`src/rtl/tmr_src_pkg.sv`:
```
package tmr_src_pkg;

  typedef enum logic [1:0] {
    SPD_HIGH = 2'b00,
    SPD_MID  = 2'b01,
    SPD_LOW  = 2'b10,
    SPD_RSV  = 2'b11
  } speed_mode_e;

  // Only the low-speed code routes the sub clock; the reserved code acts as high speed.
  function automatic logic uses_sub(input logic [1:0] mode);
    return mode == SPD_LOW;
  endfunction

  function automatic int sel_width(input int stages);
    return $clog2(stages + 2);
  endfunction

endpackage

```
`src/rtl/tmr_src_mode_mux.sv`:
```
module tmr_src_mode_mux
  import tmr_src_pkg::*;
(
  input  logic       main_stb,
  input  logic       sub_stb,
  input  logic [1:0] speed_mode,
  output logic       src_stb
);

  always_comb begin
    if (uses_sub(speed_mode)) src_stb = sub_stb;
    else                      src_stb = main_stb;
  end

endmodule

```
`src/rtl/tmr_src_ripple_div.sv`:
```
module tmr_src_ripple_div #(
  parameter int DIV_STAGES = 10
) (
  input  logic                  clk,
  input  logic                  rst,
  input  logic                  src_stb,
  input  logic                  sub_stb,
  output logic [DIV_STAGES-1:0] cnt,
  output logic [DIV_STAGES-1:0] taps,
  output logic                  raw_sub
);

  logic [DIV_STAGES-1:0] cnt_q;
  logic [DIV_STAGES-1:0] tap_q;
  logic                  raw_q;

  always_ff @(posedge clk) begin
    if (rst) cnt_q <= '0;
    else if (src_stb) cnt_q <= cnt_q + 1'b1;
  end

  // Tap k fires when the low k+1 bits wrap on this advance.
  for (genvar k = 0; k < DIV_STAGES; k++) begin : g_tap
    always_ff @(posedge clk) begin
      if (rst) tap_q[k] <= 1'b0;
      else     tap_q[k] <= src_stb & (&cnt_q[k:0]);
    end
  end

  // Raw sub strobe is delayed one stage to match the tap latency.
  always_ff @(posedge clk) begin
    if (rst) raw_q <= 1'b0;
    else     raw_q <= sub_stb;
  end

  assign cnt     = cnt_q;
  assign taps    = tap_q;
  assign raw_sub = raw_q;

endmodule

```
`src/rtl/tmr_src_tap_pick.sv`:
```
module tmr_src_tap_pick #(
  parameter int DIV_STAGES = 10,
  parameter bit HAS_RAW    = 1'b0,
  parameter int SEL_W      = 4
) (
  input  logic                  clk,
  input  logic                  rst,
  input  logic [DIV_STAGES-1:0] taps,
  input  logic                  raw_sub,
  input  logic [SEL_W-1:0]      sel,
  output logic                  tick
);

  localparam logic [SEL_W-1:0] RAW_CODE = SEL_W'(DIV_STAGES);

  logic pick;
  logic tick_q;

  always_comb begin
    pick = 1'b0;
    for (int k = 0; k < DIV_STAGES; k++) begin
      if (sel == SEL_W'(k)) pick = taps[k];
    end
    if (HAS_RAW && (sel == RAW_CODE)) pick = raw_sub;
  end

  always_ff @(posedge clk) begin
    if (rst) tick_q <= 1'b0;
    else     tick_q <= pick;
  end

  assign tick = tick_q;

endmodule

```
`src/rtl/tmr_src_divider.sv`:
```
module tmr_src_divider
  import tmr_src_pkg::*;
#(
  parameter  int NUM_PRESC  = 3,
  parameter  int DIV_STAGES = 10,
  parameter  int RAW_IDX    = NUM_PRESC - 1,
  localparam int SEL_W      = sel_width(DIV_STAGES)
) (
  input  logic                       clk,
  input  logic                       rst,
  input  logic                       main_stb,
  input  logic                       sub_stb,
  input  logic [1:0]                 speed_mode,
  input  logic [NUM_PRESC*SEL_W-1:0] src_sel,
  output logic [NUM_PRESC-1:0]       tick
);

  logic                  src_stb;
  logic [DIV_STAGES-1:0] div_cnt;
  logic [DIV_STAGES-1:0] tap_vec;
  logic                  raw_sub;

  tmr_src_mode_mux u_mux (
    .main_stb   (main_stb),
    .sub_stb    (sub_stb),
    .speed_mode (speed_mode),
    .src_stb    (src_stb)
  );

  tmr_src_ripple_div #(.DIV_STAGES(DIV_STAGES)) u_div (
    .clk     (clk),
    .rst     (rst),
    .src_stb (src_stb),
    .sub_stb (sub_stb),
    .cnt     (div_cnt),
    .taps    (tap_vec),
    .raw_sub (raw_sub)
  );

  for (genvar p = 0; p < NUM_PRESC; p++) begin : g_presc
    tmr_src_tap_pick #(
      .DIV_STAGES (DIV_STAGES),
      .HAS_RAW    (p == RAW_IDX),
      .SEL_W      (SEL_W)
    ) u_pick (
      .clk     (clk),
      .rst     (rst),
      .taps    (tap_vec),
      .raw_sub (raw_sub),
      .sel     (src_sel[p*SEL_W +: SEL_W]),
      .tick    (tick[p])
    );
  end

endmodule

```
`config.mk`:
```
export PLATFORM = sky130hd
export DESIGN_NAME = tmr_src_divider
export DESIGN_NICKNAME = d
export VERILOG_FILES = /design/src/rtl/tmr_src_pkg.sv /design/src/rtl/tmr_src_mode_mux.sv /design/src/rtl/tmr_src_ripple_div.sv /design/src/rtl/tmr_src_tap_pick.sv /design/src/rtl/tmr_src_divider.sv
export SDC_FILE = /design/constraint.sdc
export NUM_CORES = 1
export LEC_CHECK = 0
export BUFFER_PORTS_ARGS = -buffer_cell sky130_fd_sc_hd__buf_4
export CORE_ASPECT_RATIO = 1.5
export CORE_MARGIN = 2
export CORE_UTILIZATION = 45
export CTS_CLUSTER_SIZE = 28
export DETAILED_ROUTE_END_ITERATION = 16
export GPL_TIMING_DRIVEN = 0
export HOLD_SLACK_MARGIN = 0.05
export PLACE_DENSITY_LB_ADDON = 0.05
export SYNTH_ARGS = -nofsm -noshare
export SYNTH_HDL_FRONTEND = slang
export SYNTH_HIERARCHICAL = 1
export SYNTH_SLANG_ARGS = --single-unit
```
`constraint.sdc`:
```
create_clock -name clk -period 2.7 [get_ports clk]
set_input_delay 0.135 -clock clk [delete_from_list [all_inputs] [get_ports clk]]
set_output_delay 0.135 -clock clk [all_outputs]
set_load 0.02 [all_outputs]
```
==> run summary, run 1 <==
Initial DRT Pass Iterations: 4
Max_slew headroom: 71.1%
Most frequent cells in the layout: 24 x dfxtp_1, 20 x buf_4, 11 x nor2_1, 11 x mux2i_1, 7 x and2_1
Cts hold-fix bufs: 1
I/O pin cnt: 21
Most common cell after layout, fill and taps aside: dfxtp_1
Syn_nets: 130
Worst Setup End Kind: flop
Port Buffers: 20
Peak supply drop: 0.000311 V
Cell Area, Placed: 0.00137 sq mm
CP required: 2890 ps
Max Slew Vio Count: 0
Outcome: finished, final reports clean
Design area: 0.00141 sq mm
Leakage: 0.594 nW
DRT iter0 DRCs: 15
Layout cells sized above 1: 27.1%
Worst Tran Pin Value: 433 ps
Vias post-DR: 898
Core area: 0.00248 sq mm
Worst EP arrival: 1940 ps
Max Cap Viol: 0
CP peak stage delay: 490 ps
Largest net degree at the start of global routing: 14
Grt total ovfl: 0
Routability congestion estimate: 0.790
# diodes: 0
Starting Density: 47.9%
Clock sinks: 24
Worst-path clk slew: 130 ps
#FFs+latches synth: 24
Top delay family on crit path: flip-flops
Worst-Skew Late Latency: 310 ps
DRT antenna net count: 0
Register area share after synthesis: 40.5%
Die X: 45.9 um
Placed Instances: 152
Via/cell ratio: 5.72
WL/cell: 14.1 um
Total wire length: 2220 um
Vias in the first global route: 883
Syn. warnings: 6
Postcts setup bufs: 0
Max Freq: 572 MHz
Post-cts sizing count: 0
Unrepaired setup endpoints after global routing: false
Fin crit period: 1750 ps
Setup total negative slack: 0 ps
Final Hold Vio Count: 0
Die Ht: 66.9 um
Final Skew: 8.71 ps
First-pass GRT wire length: 3640 um
Remaining routing DRC violations: 0
CTS tree: yes
Post-route clock period utilization: 64.7%
DP Wirelength: 1720 um
P&R area growth vs syn: 19.1%
CP Launch Type: flop
Pwr dens: 443 mW/mm^2
Final setup violation count: 0
Crit Path Class: flop to flop
Worst Hold Class: primary input to flop
Root Driver: clkbuf_4
Die area: 0.00307 sq mm
Slowest cell on the critical path: dfxtp_1
Worst-path cell chain: ha_1 > and3_1 > buf_2 > nand3_1 > nor2_1 > ha_1 > mux2i_1 > nor2_1
Post-synth cell types: 37
Post-synthesis cell count: 108
TritonCTS Buffers: 3
Mapped Area: 0.00119 sq mm
Htree depth: 1
Initial antenna violation count: 0
Crit Path Max Fanout: 5
CP bufs+invs: 1
Syn Area/Cell: 11.0 sq um
Cell Count, Final, Fillers Out: 157
Total track usage: 16.4%
Final nets: 156
Num rows: 22
CTS Buffer Depth: 2
report_power, final:
group          total [mW]  switching [mW]  internal, mW
registers           0.369         0.00827         0.361
logic              0.0728          0.0308        0.0419
clock network       0.185           0.102        0.0823
total               0.627           0.142         0.485
cell families (layout without fill, tap and decap cells):
kind of cell	Yosys count	in the layout	share of synthesized area, %
flops	24	24	40.5
xor+xnor	2	2	1.48
compound gates	14	14	9.17
fa+ha+maj	4	4	4.22
mux	17	17	19.7
simple gates	42	42	22.7
buf+inv	5	30	2.32
sequential cells by signal (all words and copies together) (netlist names):
register	flops
u_div/cnt	10
g_presc.u_pick/tick	3
u_div/raw_sub	1
u_div/taps	10
cells in the mapped netlist (all sizes together):
library cell | instances | area, sq um
dfxtp | 24 | 480
mux2i | 11 | 110
nor2 | 11 | 41.3
and2 | 7 | 43.8
ha | 4 | 50.1
mux4 | 4 | 97.6
nand3 | 4 | 32.5
a21oi | 3 | 15.0
buf | 3 | 20.0
nand3b | 3 | 22.5
nand4 | 3 | 18.8
nor2b | 3 | 26.3
a211oi | 2 | 25.0
a221o | 2 | 20.0
inv | 2 | 7.51
mux2 | 2 | 26.3
nor3b | 2 | 15.0
o21a | 2 | 15.0
o21ai | 2 | 10.0
o31ai | 2 | 15.0
or4 | 2 | 15.0
a211o | 1 | 8.76
and2b | 1 | 8.76
and3 | 1 | 6.26
and4 | 1 | 8.76
nand2 | 1 | 3.75
nor4b | 1 | 8.76
nor4bb | 1 | 10.0
or3 | 1 | 7.51
xnor2 | 1 | 8.76
xor2 | 1 | 8.76
through the flow:
stage / worst slack, ps / hold slack [ps] / power [mW] / utilization (%)
6_report: 953 / 64.5 / 0.627 / 57.1
5_1_grt: 758 / 59.9 / 0.653 / 57.1
4_1_cts: 943 / 56.6 / 0.636 / 57.1
3_5_place_dp: 978 / 364 / 0.449 / 55.2
3_3_place_gp: 1010 / 362 / 0.447 / 55.2
2_1_floorplan: 1140 / 208 / 0.413 / -
layout make-up:
type | instances | area (sq um)
Timing Repair Buffer | 21 | 160
Tap cell | 24 | 30.0
Fill cell | 244 | 1060
Multi-Input combinational cell | 79 | 679
Sequential cell | 24 | 480
Clock buffer | 4 | 36.3
Inverter | 2 | 7.51
Buffer | 3 | 20.0
final timing paths:
kind	startpoint	endpoint	slack, ps	cells past startpoint
max	u_div/cnt[0]	u_div/cnt[8]	950	8
min reg2reg	u_div/cnt[9]	u_div/taps[9]	460	2
max reg2reg	u_div/cnt[0]	u_div/cnt[8]	950	8
min	rst	g_presc[0].u_pick/tick	60	2
metal layers:
layer	share of wire, %	vias up	GRT usage (%)
li1	-	455	-
met1	39	419	15.7
met2	56	20	31.9
met3	3.7	4	1.90
met4	1.5	0	7.86
met5	0	-	0
Power figures use the tool's default switching activity.
==> run 2: changes to the inputs <==
- clock period: 2.7 -> 1.8 ns (I/O delays scaled with it)
==> run 2 against run 1 <==
Against the previous run: non-clock buffer count up 3; first-iteration DRC count unchanged; count of clock-buffer cells in the layout unchanged; critical endpoint is now g_presc[0].u_pick/tick; die area unchanged.
==> run summary, run 2 (synthesis gave the netlist of run 1 again) <==
# diodes: 0
Worst-Skew Late Latency: 310 ps
Starting Density: 47.9%
Initial DRT Pass Iterations: 4
Max_slew headroom: 71.2%
Fillers: 235
Total track usage: 16.5%
Clock sinks: 24
DRT antenna net count: 0
Htree depth: 1
CP peak stage delay: 550 ps
Largest net degree at the start of global routing: 14
Cell Count, Final, Fillers Out: 160
Final setup violation count: 0
Postcts setup bufs: 0
Leakage: 0.607 nW
Worst-path cell chain: mux4_1 > nand3b_1 > a211oi_2 > dlygate4sd3_1
Switch share: 22.4%
Peak supply drop: 0.000468 V
CTS tree: yes
Grt total ovfl: 0
Worst Hold Class: primary input to flop
Max Slew Vio Count: 0
TritonCTS Buffers: 3
Worst-path clk slew: 130 ps
Crit Path Max Fanout: 3
Port Buffers: 20
Vias in the first global route: 890
Final Skew: 7.22 ps
Max Freq: 588 MHz
Root Driver: clkbuf_4
Die area: 0.00307 sq mm
Die Ht: 66.9 um
Share of power burned in registers: 58.8%
CP Launch Type: flop
CP required: 2010 ps
Post-route clock period utilization: 94.5%
WL/cell: 14.0 um
Placed Instances: 152
Die X: 45.9 um
Worst Tran Pin Value: 431 ps
Core area: 0.00248 sq mm
Pwr dens: 651 mW/mm^2
Int Power: 733 uW
Final nets: 159
Combinational share of power: 12.1%
CTS Buffer Depth: 2
Total wire length: 2230 um
Slowest cell on the critical path: dlygate4sd3_1
Unrepaired setup endpoints after global routing: false
First-pass GRT wire length: 3660 um
Crit Path Class: flop to flop
P&R area growth vs syn: 22.2%
DRT iter0 DRCs: 15
Clock power frac: 29.2%
Most frequent cells in the layout: 22 x dfxtp_1, 20 x buf_4, 11 x nor2_1, 11 x mux2i_1, 7 x and2_1
Remaining routing DRC violations: 0
Layout cells sized above 1: 28.7%
Num rows: 22
DP Wirelength: 1720 um
Max Cap Viol: 0
Top delay family on crit path: buffers and inverters
Routability congestion estimate: 0.790
I/O pin cnt: 21
Setup total negative slack: 0 ps
Final Hold Vio Count: 0
CP bufs+invs: 1
Switch Pwr: 211 uW
Outcome: finished, final reports clean
Initial antenna violation count: 0
Most common cell after layout, fill and taps aside: dfxtp_1
Vias post-DR: 903
Worst Setup End Kind: flop
Via/cell ratio: 5.64
Fin crit period: 1700 ps
Worst EP arrival: 1920 ps
## run 2: worst min-delay path, delay by kind of cell
family	cells	cell delay (ps)
compound gates	2	170
buf+inv	1	80
## run 2: path summary, 6_finish.rpt
| path | from | to | slack, ps | cells after the start |
|---|---|---|---|---|
| max | u_div/taps[3] | g_presc[0].u_pick/tick | 100 | 4 |
| min | src_sel[5] | g_presc[1].u_pick/tick | 60 | 3 |
| max reg2reg | u_div/taps[3] | g_presc[0].u_pick/tick | 100 | 4 |
| min reg2reg | u_div/cnt[9] | u_div/taps[9] | 460 | 2 |
## run 2: per-layer routing
layer	global-route usage [%]	wire, um
met1	15.7	884
met5	0	0
met3	1.90	87
met4	7.86	32
met2	32.3	1230
## run 2: metrics by stage
stage	area, sq um	total power [mW]	setup slack [ps]	hold slack [ps]	utilization, %
finish	1450	0.944	98.1	63.7	58.6
global route	1450	0.986	22.5	63.2	58.6
CTS	1440	0.959	42.9	54.7	58.3
detailed placement	1370	0.674	78.3	319	55.2
global placement	1370	0.671	108	317	55.2
floorplan	1190	0.619	244	163	-
## run 2: layout make-up
cell class | instances | area [sq um] | area share [%]
tap | 24 | 30.0 | 2.07
timing repair buffer | 24 | 190 | 13.1
buffer | 3 | 20.0 | 1.38
inverter | 2 | 7.51 | 0.517
sequential | 24 | 485 | 33.4
clock buffer | 4 | 36.3 | 2.50
multi-input combinational | 79 | 682 | 47.0
## run 2: power groups by stage
| stage | Clock (mW) | Sequential, mW | Combinational [mW] |
|---|---|---|---|
| 2_1_floorplan | 0 | 0.564 | 0.0548 |
| 3_3_place_gp | 0 | 0.565 | 0.106 |
| 3_5_place_dp | 0 | 0.566 | 0.108 |
| 4_1_cts | 0.290 | 0.554 | 0.115 |
| 5_1_grt | 0.304 | 0.557 | 0.126 |
| 6_report | 0.275 | 0.555 | 0.114 |
## run 2: what timing repair did
| item | in CTS | in global routing |
|---|---|---|
| hold endpoints to repair | 3 | 0 |
| gates resized for setup | 0 | 4 |
| endpoints found under the setup margin | 0 | 1 |
| hold buffers | 4 | 0 |
